### config.mk
export PLATFORM = sky130hd
export DESIGN_NAME = servo_pwm
export DESIGN_NICKNAME = d
export VERILOG_FILES = /design/src/rtl/servo_pwm_pkg.sv /design/src/rtl/servo_pwm_ctrl.sv /design/src/rtl/servo_pwm_dp.sv /design/src/rtl/servo_pwm.sv
export SDC_FILE = /design/constraint.sdc
export NUM_CORES = 1
export LEC_CHECK = 0
export BUFFER_PORTS_ARGS = -buffer_cell sky130_fd_sc_hd__buf_2
export CORE_ASPECT_RATIO = 0.8
export CORE_UTILIZATION = 68
export CTS_CLUSTER_SIZE = 25
export DETAILED_ROUTE_END_ITERATION = 8
export PLACE_DENSITY = 0.95
export SLEW_MARGIN = 20
export SYNTH_ARGS = -nofsm -noshare
export SYNTH_HDL_FRONTEND = slang
export SYNTH_HIERARCHICAL = 1
export SYNTH_SLANG_ARGS = --single-unit
export TNS_END_PERCENT = 1
### constraint.sdc
create_clock -name clk -period 5.8 [get_ports clk]
set_input_delay 0.58 -clock clk [delete_from_list [all_inputs] [get_ports clk]]
set_output_delay 0.58 -clock clk [all_outputs]
set_load 0.01 [all_outputs]
### src/rtl/servo_pwm_pkg.sv
package servo_pwm_pkg;
  localparam int ADDR_W = 4;
  localparam logic [ADDR_W-1:0] ADDR_RATE = 4'd8;
  localparam logic [ADDR_W-1:0] ADDR_ARM  = 4'd9;
  localparam logic [ADDR_W-1:0] ADDR_MASK = 4'd10;

  typedef enum logic [1:0] {ST_IDLE, ST_RUN, ST_DRAIN} armState_t;

  // strobes from control into the datapath
  typedef struct packed {
    logic forceUpd;  // restart frame, copy staged values to live
    logic cntEn;     // counter runs, outputs allowed
  } pwmStrobe_t;
endpackage

### src/rtl/servo_pwm_ctrl.sv
module servo_pwm_ctrl
  import servo_pwm_pkg::*;
#(
  parameter int NCH           = 4,
  parameter int CNT_W         = 20,
  parameter int RATE_W        = 10,
  parameter int TICK_HZ       = 1_000_000,
  parameter int DEFAULT_RATE  = 50,
  parameter int MIN_RATE      = 50,
  parameter int MAX_RATE      = 400,
  parameter int DEFAULT_WIDTH = 1500,
  parameter logic [NCH-1:0] INIT_MASK = '1
) (
  input  logic                      clk,
  input  logic                      rstN,
  input  logic                      wrEn,
  input  logic [ADDR_W-1:0]         wrAddr,
  input  logic [CNT_W-1:0]          wrData,
  input  logic [ADDR_W-1:0]         rdAddr,
  output logic [CNT_W-1:0]          rdData,
  input  logic                      periodEnd,
  output pwmStrobe_t                strb,
  output logic [NCH-1:0][CNT_W-1:0] cmpPre,
  output logic [CNT_W-1:0]          arrPre,
  output logic [NCH-1:0]            chanMask,
  output logic                      cfgErr
);
  localparam int STEP_W = $clog2(CNT_W + 1);
  localparam logic [CNT_W-1:0] DIVIDEND = CNT_W'(TICK_HZ);
  localparam logic [CNT_W-1:0] DEF_ARR  = CNT_W'(TICK_HZ / DEFAULT_RATE - 1);
  localparam logic [CNT_W-1:0] DEF_CMP  = CNT_W'(DEFAULT_WIDTH - 1);

  armState_t state;
  logic [RATE_W-1:0] rateReg;

  // write decode
  logic chanSel, chanValid, rateSel, armSel, maskSel, rateInRange, rateAccept, badWr;
  logic divBusy;

  assign chanSel     = wrEn && !wrAddr[3];
  assign chanValid   = {1'b0, wrAddr[2:0]} < 4'(NCH);
  assign rateSel     = wrEn && (wrAddr == ADDR_RATE);
  assign armSel      = wrEn && (wrAddr == ADDR_ARM);
  assign maskSel     = wrEn && (wrAddr == ADDR_MASK);
  assign rateInRange = (wrData >= CNT_W'(MIN_RATE)) && (wrData <= CNT_W'(MAX_RATE));
  assign rateAccept  = rateSel && rateInRange && !divBusy;
  assign badWr       = (chanSel && !chanValid) || (rateSel && !rateAccept)
                     || (wrEn && wrAddr[3] && (wrAddr > ADDR_MASK));

  // staged compare values, one per channel
  for (genvar i = 0; i < NCH; i++) begin : g_stage
    always_ff @(posedge clk or negedge rstN) begin
      if (!rstN)
        cmpPre[i] <= DEF_CMP;
      else if (chanSel && chanValid && (wrAddr[2:0] == 3'(i)))
        cmpPre[i] <= (wrData == '0) ? '0 : wrData - 1'b1;
    end
  end

  always_ff @(posedge clk or negedge rstN) begin
    if (!rstN) begin
      chanMask <= INIT_MASK;
      rateReg  <= RATE_W'(DEFAULT_RATE);
      cfgErr   <= 1'b0;
    end else begin
      cfgErr <= badWr;
      if (maskSel)    chanMask <= wrData[NCH-1:0];
      if (rateAccept) rateReg  <= wrData[RATE_W-1:0];
    end
  end

  // arm sequencing
  always_ff @(posedge clk or negedge rstN) begin
    if (!rstN)
      state <= ST_IDLE;
    else if (armSel && wrData[0])
      state <= ST_RUN;
    else if (armSel && (state == ST_RUN))
      state <= ST_DRAIN;
    else if ((state == ST_DRAIN) && periodEnd)
      state <= ST_IDLE;
  end

  assign strb.forceUpd = armSel && wrData[0];
  assign strb.cntEn    = (state != ST_IDLE);

  // iterative restoring divider: frame ticks = TICK_HZ / rate
  logic [RATE_W-1:0] remR, denR;
  logic [CNT_W-1:0]  quoR;
  logic [STEP_W-1:0] stepCnt;
  logic [RATE_W:0]   remShift, remDiff;
  logic              geq;
  logic [RATE_W-1:0] remNext;
  logic [CNT_W-1:0]  quoNext;

  always_comb begin
    remShift = {remR, quoR[CNT_W-1]};
    geq      = remShift >= {1'b0, denR};
    remDiff  = remShift - {1'b0, denR};
    remNext  = geq ? remDiff[RATE_W-1:0] : remShift[RATE_W-1:0];
    quoNext  = {quoR[CNT_W-2:0], geq};
  end

  always_ff @(posedge clk or negedge rstN) begin
    if (!rstN) begin
      divBusy <= 1'b0;
      stepCnt <= '0;
      remR    <= '0;
      quoR    <= '0;
      denR    <= '0;
      arrPre  <= DEF_ARR;
    end else if (rateAccept) begin
      divBusy <= 1'b1;
      stepCnt <= STEP_W'(CNT_W);
      remR    <= '0;
      quoR    <= DIVIDEND;
      denR    <= wrData[RATE_W-1:0];
    end else if (divBusy) begin
      remR    <= remNext;
      quoR    <= quoNext;
      stepCnt <= stepCnt - 1'b1;
      if (stepCnt == STEP_W'(1)) begin
        divBusy <= 1'b0;
        arrPre  <= quoNext - 1'b1;
      end
    end
  end

  // read mux
  always_comb begin
    rdData = '0;
    if (!rdAddr[3]) begin
      for (int i = 0; i < NCH; i++)
        if (rdAddr[2:0] == 3'(i)) rdData = cmpPre[i] + 1'b1;
    end else begin
      case (rdAddr)
        ADDR_RATE: rdData = CNT_W'(rateReg);
        ADDR_ARM:  rdData = CNT_W'(state == ST_RUN);
        ADDR_MASK: rdData = CNT_W'(chanMask);
        default:   rdData = '0;
      endcase
    end
  end
endmodule

### src/rtl/servo_pwm_dp.sv
module servo_pwm_dp
  import servo_pwm_pkg::*;
#(
  parameter int NCH           = 4,
  parameter int CNT_W         = 20,
  parameter int PRESC         = 2,
  parameter int TICK_HZ       = 1_000_000,
  parameter int DEFAULT_RATE  = 50,
  parameter int DEFAULT_WIDTH = 1500
) (
  input  logic                      clk,
  input  logic                      rstN,
  input  pwmStrobe_t                strb,
  input  logic [NCH-1:0][CNT_W-1:0] cmpPre,
  input  logic [CNT_W-1:0]          arrPre,
  input  logic [NCH-1:0]            chanMask,
  output logic                      periodEnd,
  output logic [NCH-1:0]            pwmOut
);
  localparam int PRE_W = (PRESC > 1) ? $clog2(PRESC) : 1;
  localparam logic [PRE_W-1:0] PRE_LAST = PRE_W'(PRESC - 1);
  localparam logic [CNT_W-1:0] DEF_ARR  = CNT_W'(TICK_HZ / DEFAULT_RATE - 1);
  localparam logic [CNT_W-1:0] DEF_CMP  = CNT_W'(DEFAULT_WIDTH - 1);

  logic [PRE_W-1:0]          preCnt;
  logic [CNT_W-1:0]          tickCnt, arrAct;
  logic [NCH-1:0][CNT_W-1:0] cmpAct;
  logic                      tick, loadLive;

  assign tick      = (preCnt == PRE_LAST);
  assign periodEnd = strb.cntEn && tick && (tickCnt == arrAct);
  assign loadLive  = strb.forceUpd || periodEnd;

  always_ff @(posedge clk or negedge rstN) begin
    if (!rstN) begin
      preCnt  <= '0;
      tickCnt <= '0;
    end else if (strb.forceUpd || periodEnd) begin
      preCnt  <= '0;
      tickCnt <= '0;
    end else if (strb.cntEn) begin
      if (tick) begin
        preCnt  <= '0;
        tickCnt <= tickCnt + 1'b1;
      end else begin
        preCnt  <= preCnt + 1'b1;
      end
    end
  end

  always_ff @(posedge clk or negedge rstN) begin
    if (!rstN) begin
      arrAct <= DEF_ARR;
      for (int i = 0; i < NCH; i++) cmpAct[i] <= DEF_CMP;
    end else if (loadLive) begin
      arrAct <= arrPre;
      cmpAct <= cmpPre;
    end
  end

  for (genvar i = 0; i < NCH; i++) begin : g_cmp
    assign pwmOut[i] = strb.cntEn && chanMask[i] && (tickCnt < cmpAct[i]);
  end
endmodule

### src/rtl/servo_pwm.sv
module servo_pwm
  import servo_pwm_pkg::*;
#(
  parameter int NCH           = 4,
  parameter int CNT_W         = 20,
  parameter int RATE_W        = 10,
  parameter int CLK_HZ        = 2_000_000,
  parameter int TICK_HZ       = 1_000_000,
  parameter int DEFAULT_RATE  = 50,
  parameter int MIN_RATE      = 50,
  parameter int MAX_RATE      = 400,
  parameter int DEFAULT_WIDTH = 1500,
  parameter logic [NCH-1:0] INIT_MASK = '1
) (
  input  logic              clk,
  input  logic              rstN,
  input  logic              wrEn,
  input  logic [3:0]        wrAddr,
  input  logic [CNT_W-1:0]  wrData,
  input  logic [3:0]        rdAddr,
  output logic [CNT_W-1:0]  rdData,
  output logic              cfgErr,
  output logic [NCH-1:0]    pwmOut
);
  localparam int PRESC = CLK_HZ / TICK_HZ;

  pwmStrobe_t                strb;
  logic [NCH-1:0][CNT_W-1:0] cmpPre;
  logic [CNT_W-1:0]          arrPre;
  logic [NCH-1:0]            chanMask;
  logic                      periodEnd;

  servo_pwm_ctrl #(
    .NCH(NCH), .CNT_W(CNT_W), .RATE_W(RATE_W), .TICK_HZ(TICK_HZ),
    .DEFAULT_RATE(DEFAULT_RATE), .MIN_RATE(MIN_RATE), .MAX_RATE(MAX_RATE),
    .DEFAULT_WIDTH(DEFAULT_WIDTH), .INIT_MASK(INIT_MASK)
  ) u_ctrl (
    .clk(clk), .rstN(rstN), .wrEn(wrEn), .wrAddr(wrAddr), .wrData(wrData),
    .rdAddr(rdAddr), .rdData(rdData), .periodEnd(periodEnd), .strb(strb),
    .cmpPre(cmpPre), .arrPre(arrPre), .chanMask(chanMask), .cfgErr(cfgErr)
  );

  servo_pwm_dp #(
    .NCH(NCH), .CNT_W(CNT_W), .PRESC(PRESC), .TICK_HZ(TICK_HZ),
    .DEFAULT_RATE(DEFAULT_RATE), .DEFAULT_WIDTH(DEFAULT_WIDTH)
  ) u_dp (
    .clk(clk), .rstN(rstN), .strb(strb), .cmpPre(cmpPre), .arrPre(arrPre),
    .chanMask(chanMask), .periodEnd(periodEnd), .pwmOut(pwmOut)
  );
endmodule

* Word-level counts from Yosys, hierarchy flattened
Cells that the tools add are included.
Cells by class: bitwise operators 1, shift-type cells 0, eq/ne operators 16, $mul 0, $lt $le $gt $ge 9, div/mod/pow operators 0, mux-type cells 26, reduce and logical (&&, ||, !) cells 46, $add $sub $neg 10
Operators with widths (count):
- two-way mux 20 bit | 11
- adder 20 x 1 -> 20 bit, second input constant | 5
- < comparator 20 bit | 4
- subtractor 20 x 1 -> 20 bit, second input constant | 2
- two-way mux 10 bit | 3
- one-hot mux 10 bit (3 select lines) | 1
- logical AND 1 bit | 29
- == test 4 bit, second input constant | 6
- == test 20 bit | 1
- greater-or-equal comparator 20 x 6 -> 1 bit, second input constant | 1
- less-or-equal comparator 20 x 9 -> 1 bit, second input constant | 1
- zero test 20 bit | 1
- == test 3 x 2 -> 1 bit, second input constant | 4
- greater-or-equal comparator 11 x 10 -> 1 bit | 1
- two-way mux 5 bit | 2
- subtractor 10 bit | 1
- nonzero test 2 bit | 4
- == test 3 x 1 -> 1 bit, second input constant | 2
- zero test 3 bit | 2
- two-way mux 1 bit | 6
- two-way mux 2 bit | 3
- == test 5 x 1 -> 1 bit, second input constant | 1
- subtractor 5 x 1 -> 5 bit, second input constant | 1
- greater-than comparator 4 bit, second input constant | 1
- other kinds (10) | 15
Storage, ports and cells: logic and storage cells 129, memory bits (writable) 0, memories kept 0, latch bits 0, bits in read-only memories 0, input port bits 31, output and inout port bits 25, register bits 284

* Longest topological paths before layout
depth after elaboration 8, gate-level depth with buffers 15, depth with buffers taken out 13

* By module
Netlist, hierarchy kept.
By module, submodules not included:
- servo_pwm_ctrl | seq. area each 3963.8 µm², times used 1, area each 9405.3 µm², cells an instance 1042
- servo_pwm_dp | seq. area each 3079.2 µm², times used 1, area each 7262.0 µm², cells an instance 607

* Worst setup path before layout
Ideal clock, no wire load.
path type register to register, start point reg u_ctrl.remR[5], end point reg u_ctrl.arrPre[14], required time 5.721 ns, buffers on the path 1, cell stages (with the launch flop) 13, library setup time 0.079 ns, slack 2.902 ns, arrival 2.819 ns, clock period less this slack 2.898 ns, cells stage by stage dfrtp_1 ha_1 a21oi_1 o22ai_1 a41oi_1 a31oi_4 clkinv_1 ha_1 nand2b_1 clkbuf_1 or4_1 xor2_1 o21ai_0
On the way: cells in the longest elaborated chain, start to end 2
Ends and longest elaborated chain:
- from (decl) | RTL line servo_pwm_ctrl.sv:88 | logic [RATE_W-1:0] remR, denR;
- from (signal assigned) | RTL line servo_pwm_ctrl.sv:119 | remR <= remNext;
- greater-or-equal comparator 11 x 10 -> 1 bit | RTL line servo_pwm_ctrl.sv:98 | geq = remShift >= {1'b0, denR};
- subtractor 20 x 1 -> 20 bit | RTL line servo_pwm_ctrl.sv:124 | arrPre <= quoNext - 1'b1;
- to (signal assigned) | RTL line servo_pwm_ctrl.sv:124
- to (decl) | RTL line servo_pwm_ctrl.sv:24 | output logic [CNT_W-1:0] arrPre,
No other way between the ends. A chain may end at the register's enable or synchronous reset.

* Final worst setup path
start point reg u_ctrl/cmpPre[47] (netlist bit), end point out rdData[17]
On the way: cells in the longest elaborated chain, start to end 4
Ends and longest elaborated chain:
- from (decl) | RTL line servo_pwm_ctrl.sv:23 | output logic [NCH-1:0][CNT_W-1:0] cmpPre,
- from (signal, indexed assignment) | RTL line servo_pwm_ctrl.sv:56 | cmpPre[i] <= (wrData == '0) ? '0 : wrData - 1'b1;
- adder 20 x 1 -> 20 bit | RTL line servo_pwm_ctrl.sv:134 | if (rdAddr[2:0] == 3'(i)) rdData = cmpPre[i] + 1'b1;
- two-way mux 20 bit (2 in series) | RTL line servo_pwm_ctrl.sv:134
- two-way mux 20 bit | RTL line servo_pwm_ctrl.sv:132 | if (!rdAddr[3]) begin
- to (decl) | RTL line servo_pwm.sv:21 | output logic [CNT_W-1:0] rdData,
No other way between the ends.

==> key figures <==
Synth
  • Combinational family with the most area after synthesis: simple AND/OR/NAND/NOR gates
  • Synth unique cells: roughly 70
  • Simple logic cell fraction of the synthesized area: 14.7%
  • Number of synthesized flops with an enable pin: 0
  • Yosys warning count: 6
  • Compound-cell area share of the yosys netlist: between 10% and 20%
  • Avg Inst Size Synth: 10.1 sq um
  • Post-synthesis register bit count: 277
  • Post-Syn Area: 16,700 sq um
  • Post-Synth XOR/XNOR Area: roughly 7.3%
  • Post-synth top flop: dfrtp_1
  • Mux cell area share after synthesis: 11.1%
  • Post-synth ARST share: 100%
  • Gate count after technology mapping: 1,649
  • Mapped Nets: approximately 1,800
  • Post-Synth Adder-Cell Area: 7.33%
  • Sequential area share after synthesis: between 40% and 50%

STA
  • Maximum clock rate: 255 MHz
  • Tightest Pin Transition: 1.08 ns
  • Fin. Hold Viols: 0
  • Final worst slack: 1.88 ns
  • Max-slew violations: 0
  • Final worst-path cycle share: 67.6%
  • Final setup fails: 0
  • Final Skew: about 0.027 ns
  • Unrepaired setup endpoints after global routing: false
  • Fin Setup TNS: 0 ns
  • Crit path time final: ~3.9 ns
  • Slew headroom: ~28%

Floorplan
  • # rows: 50
  • Area of the die: 25,100 sq um
  • Area of the core: 23,700 sq um
  • Die Y: 142 um
  • Num ports: 56
  • Die X: 177 um
  • Initial Util: about 70%

Clock tree
  • Clock slew at reported path FFs: 0.06 ns
  • Hold buffer count at cts: 0
  • Clock sink total: 277
  • Clk root buf: clkbuf_16
  • Cts repair resizes: 0
  • H-tree lvl count: 1
  • CTS Buf Count: 27
  • Clk buf depth: 3
  • Clk Latency, worst-skew pair: between 0.5 and 0.6 ns
  • Postcts setup bufs: 0
  • CTS tree: done

Cells and area
  • Register area: a little over 7000 sq um
  • Fraction of layout cells with a size suffix above 1: 20.4%
  • Net count reported at finish: 1,811
  • Area Overhead vs Synth: 7.94%
  • Layout Utilization: 75.9%
  • Commonest non-fill, non-tap cell in the layout: dfrtp_1
  • Area of the multi-input gates: 8780 sq um
  • Post-route cell area: 18,000 sq um
  • Commonest non-fill, non-tap cells in the layout: dfrtp_1, nand2_1, inv_1
  • Fill cells: 1,537

Global route
  • GRT Total Usage: 40.4%
  • Largest net degree at the start of global routing: 160
  • Overflow after GRT: 0
  • Initial antenna violation count: 2
  • First-pass GRT wire length: between 70 and 80 mm
  • Vias in the first global route: 13,322

Run
  • Max cap viols: 0

Pwr
  • Combinational Power Share: roughly 24%
  • Sw Ratio: 35.5%
  • Max IR drop VDD: ~340 uV
  • Pint: 4150 uW
  • Sequential share of power: a little under half
  • Final total power: 6440 uW
  • PwrDens: 358 nW/um^2
  • Net Switching: 2290 uW
  • Clk pwr share: 29.1%
  • Leak: slightly below 0.008 uW

Worst setup path
  • Worst-path fanout max: 5
  • Max stage delay on crit path: 0.88 ns
  • CP Data Required Time: 5.22 ns
  • Worst setup EP type: primary output
  • Startpoint Class: register
  • CP max stage cell: nor4_1
  • Critical path, cell by cell: nand4_1 > nor4_1 > nand4_1 > xnor2_1 > a221oi_1 > a221oi_1 > buf_2
  • WS Path Type: reg2out
  • Critical Path AT: 3.34 ns

Placement
  • Detailed Place HPWL: ~35 mm
  • Placement Cell Area: 17,000 sq um
  • Gpl congestion: 1.01
  • Port bufs: 55
  • Place WS: 2.10 ns

Route
  • Antenna viol nets, final: 0
  • Final WL: 49.7 mm
  • DRC marker count from the first detailed-route iteration: 1,811
  • Wire per inst: 24.6 um
  • 1st-pass router iterations: 5
  • Vias per std cell: about 6.8
  • Vias: 13,720
  • Post-route DRC violation count: 0

Outcome
  • Outcome: complete, no violations

Min path
  • Hold WC Path Type: in2async
[stage by stage]
stage | instances | hold slack (ns)
5_1_grt | 2016 | 0.188
6_report | 2017 | 0.0905
2_1_floorplan | 1649 | 0.284
3_3_place_gp | 1966 | 0.446
3_5_place_dp | 1966 | 0.466
4_1_cts | 2016 | 0.148
[worst max-delay path: cells and delay by family, from the launching register on]
kind                   cells  cell delay (ns)
AO/OA/AOI/OAI              2             0.51
buffers and inverters      1             0.20
XOR/XNOR                   1             0.18
flip-flops                 1             0.62
AND/OR/NAND/NOR            3             1.31
[power groups by stage]
stage	Combinational [uW]	Sequential, uW	Clock, uW
final	1570	3000	1870
after global routing	1730	3000	1960
after CTS	1540	2940	1880
after detailed placement	1480	2960	0
after global placement	1330	2930	0
after floorplan	1120	2630	0
[cell usage after synthesis, types with 5 or more instances]
master	number	area, sq um
a2bb2oi_1	5	43.8
mux2_4	70	1050
o21ai_0	102	510
buf_12	8	160
inv_1	114	428
nand4_1	40	250
and4_1	11	96.3
nor2b_1	9	56.3
nor2_1	94	353
a211oi_1	13	97.6
xnor2_1	76	666
and2_1	8	50.1
nor4_1	14	87.6
nor3_1	40	200
nand3_1	50	250
ha_1	96	1200
or2_2	7	43.8
a22oi_1	11	82.6
a21oi_1	54	270
nand2b_1	8	50.1
a31oi_1	6	37.5
and3_1	15	93.8
mux2_2	56	631
xor2_1	63	552
o31ai_1	28	210
dfrtp_1	188	4700
a221oi_1	7	61.3
a21o_1	20	150
or3_1	12	75.1
o22ai_1	7	43.8
buf_2	7	35.0
a22o_1	14	123
nand2_1	173	649
o21a_1	5	37.5
clkbuf_1	39	146
dfstp_2	89	2340
mux2i_1	17	170
[sequential cells by signal, indices dropped and copies added (netlist names)]
signal	count
u_ctrl/arrPre	20
u_ctrl/cfgErr	1
u_ctrl/chanMask	4
u_ctrl/cmpPre	80
u_ctrl/denR	3
u_ctrl/divBusy	1
u_ctrl/quoR	20
u_ctrl/rateReg	10
u_ctrl/remR	10
u_ctrl/state	2
u_ctrl/stepCnt	5
u_dp/arrAct	20
u_dp/cmpAct	80
u_dp/preCnt	1
u_dp/tickCnt	20
[logic make-up after synthesis]
kind of cell               count (synthesis)
AOI/OAI and AO/OA                        310
and+or+nand+nor                          504
muxes                                    143
DFF                                      277
adders and majority gates                 97
buffers and inverters                    179
xor gates and xnor gates                 139
[final cells by class]
class                      count  share of cell area (%)
multi-input combinational   1193                    48.8
sequential                   277                    39.1
clock buffer                  33                    3.94
inverter                     115                    2.40
timing repair buffer          69                    2.24
tap                          312                    2.17
clock inverter                17                    1.30
antenna                        1                  0.0139
[routing by layer]
metal / up-vias / global-route usage, % / wire length, um
li1: 5916 / - / -
met1: 6708 / 57.7 / 20200
met2: 943 / 58.7 / 20900
met3: 151 / 11.6 / 6660
met4: 2 / 13.9 / 1890
met5: - / 0 / 13
[path summary, 6_finish.rpt]
kind / start / endpoint / slack (ns) / cells after the start
setup / recovery: u_ctrl/cmpPre[47] / rdData[17] / 1.88 / 7
hold reg to reg: u_ctrl/arrPre[10] / u_ctrl/arrPre[10] / 0.48 / 2
setup reg to reg: u_ctrl/remR[4] / u_ctrl/arrPre[14] / 2.09 / 11
max in group asynchronous: rstN / u_ctrl/cmpPre[53] / 4.32 / 2
min in group clk: wrAddr[3] / u_ctrl/cfgErr / 0.35 / 2
hold / removal: rstN / u_dp/tickCnt[15] / 0.09 / 1
Power figures use the tool's default switching activity.
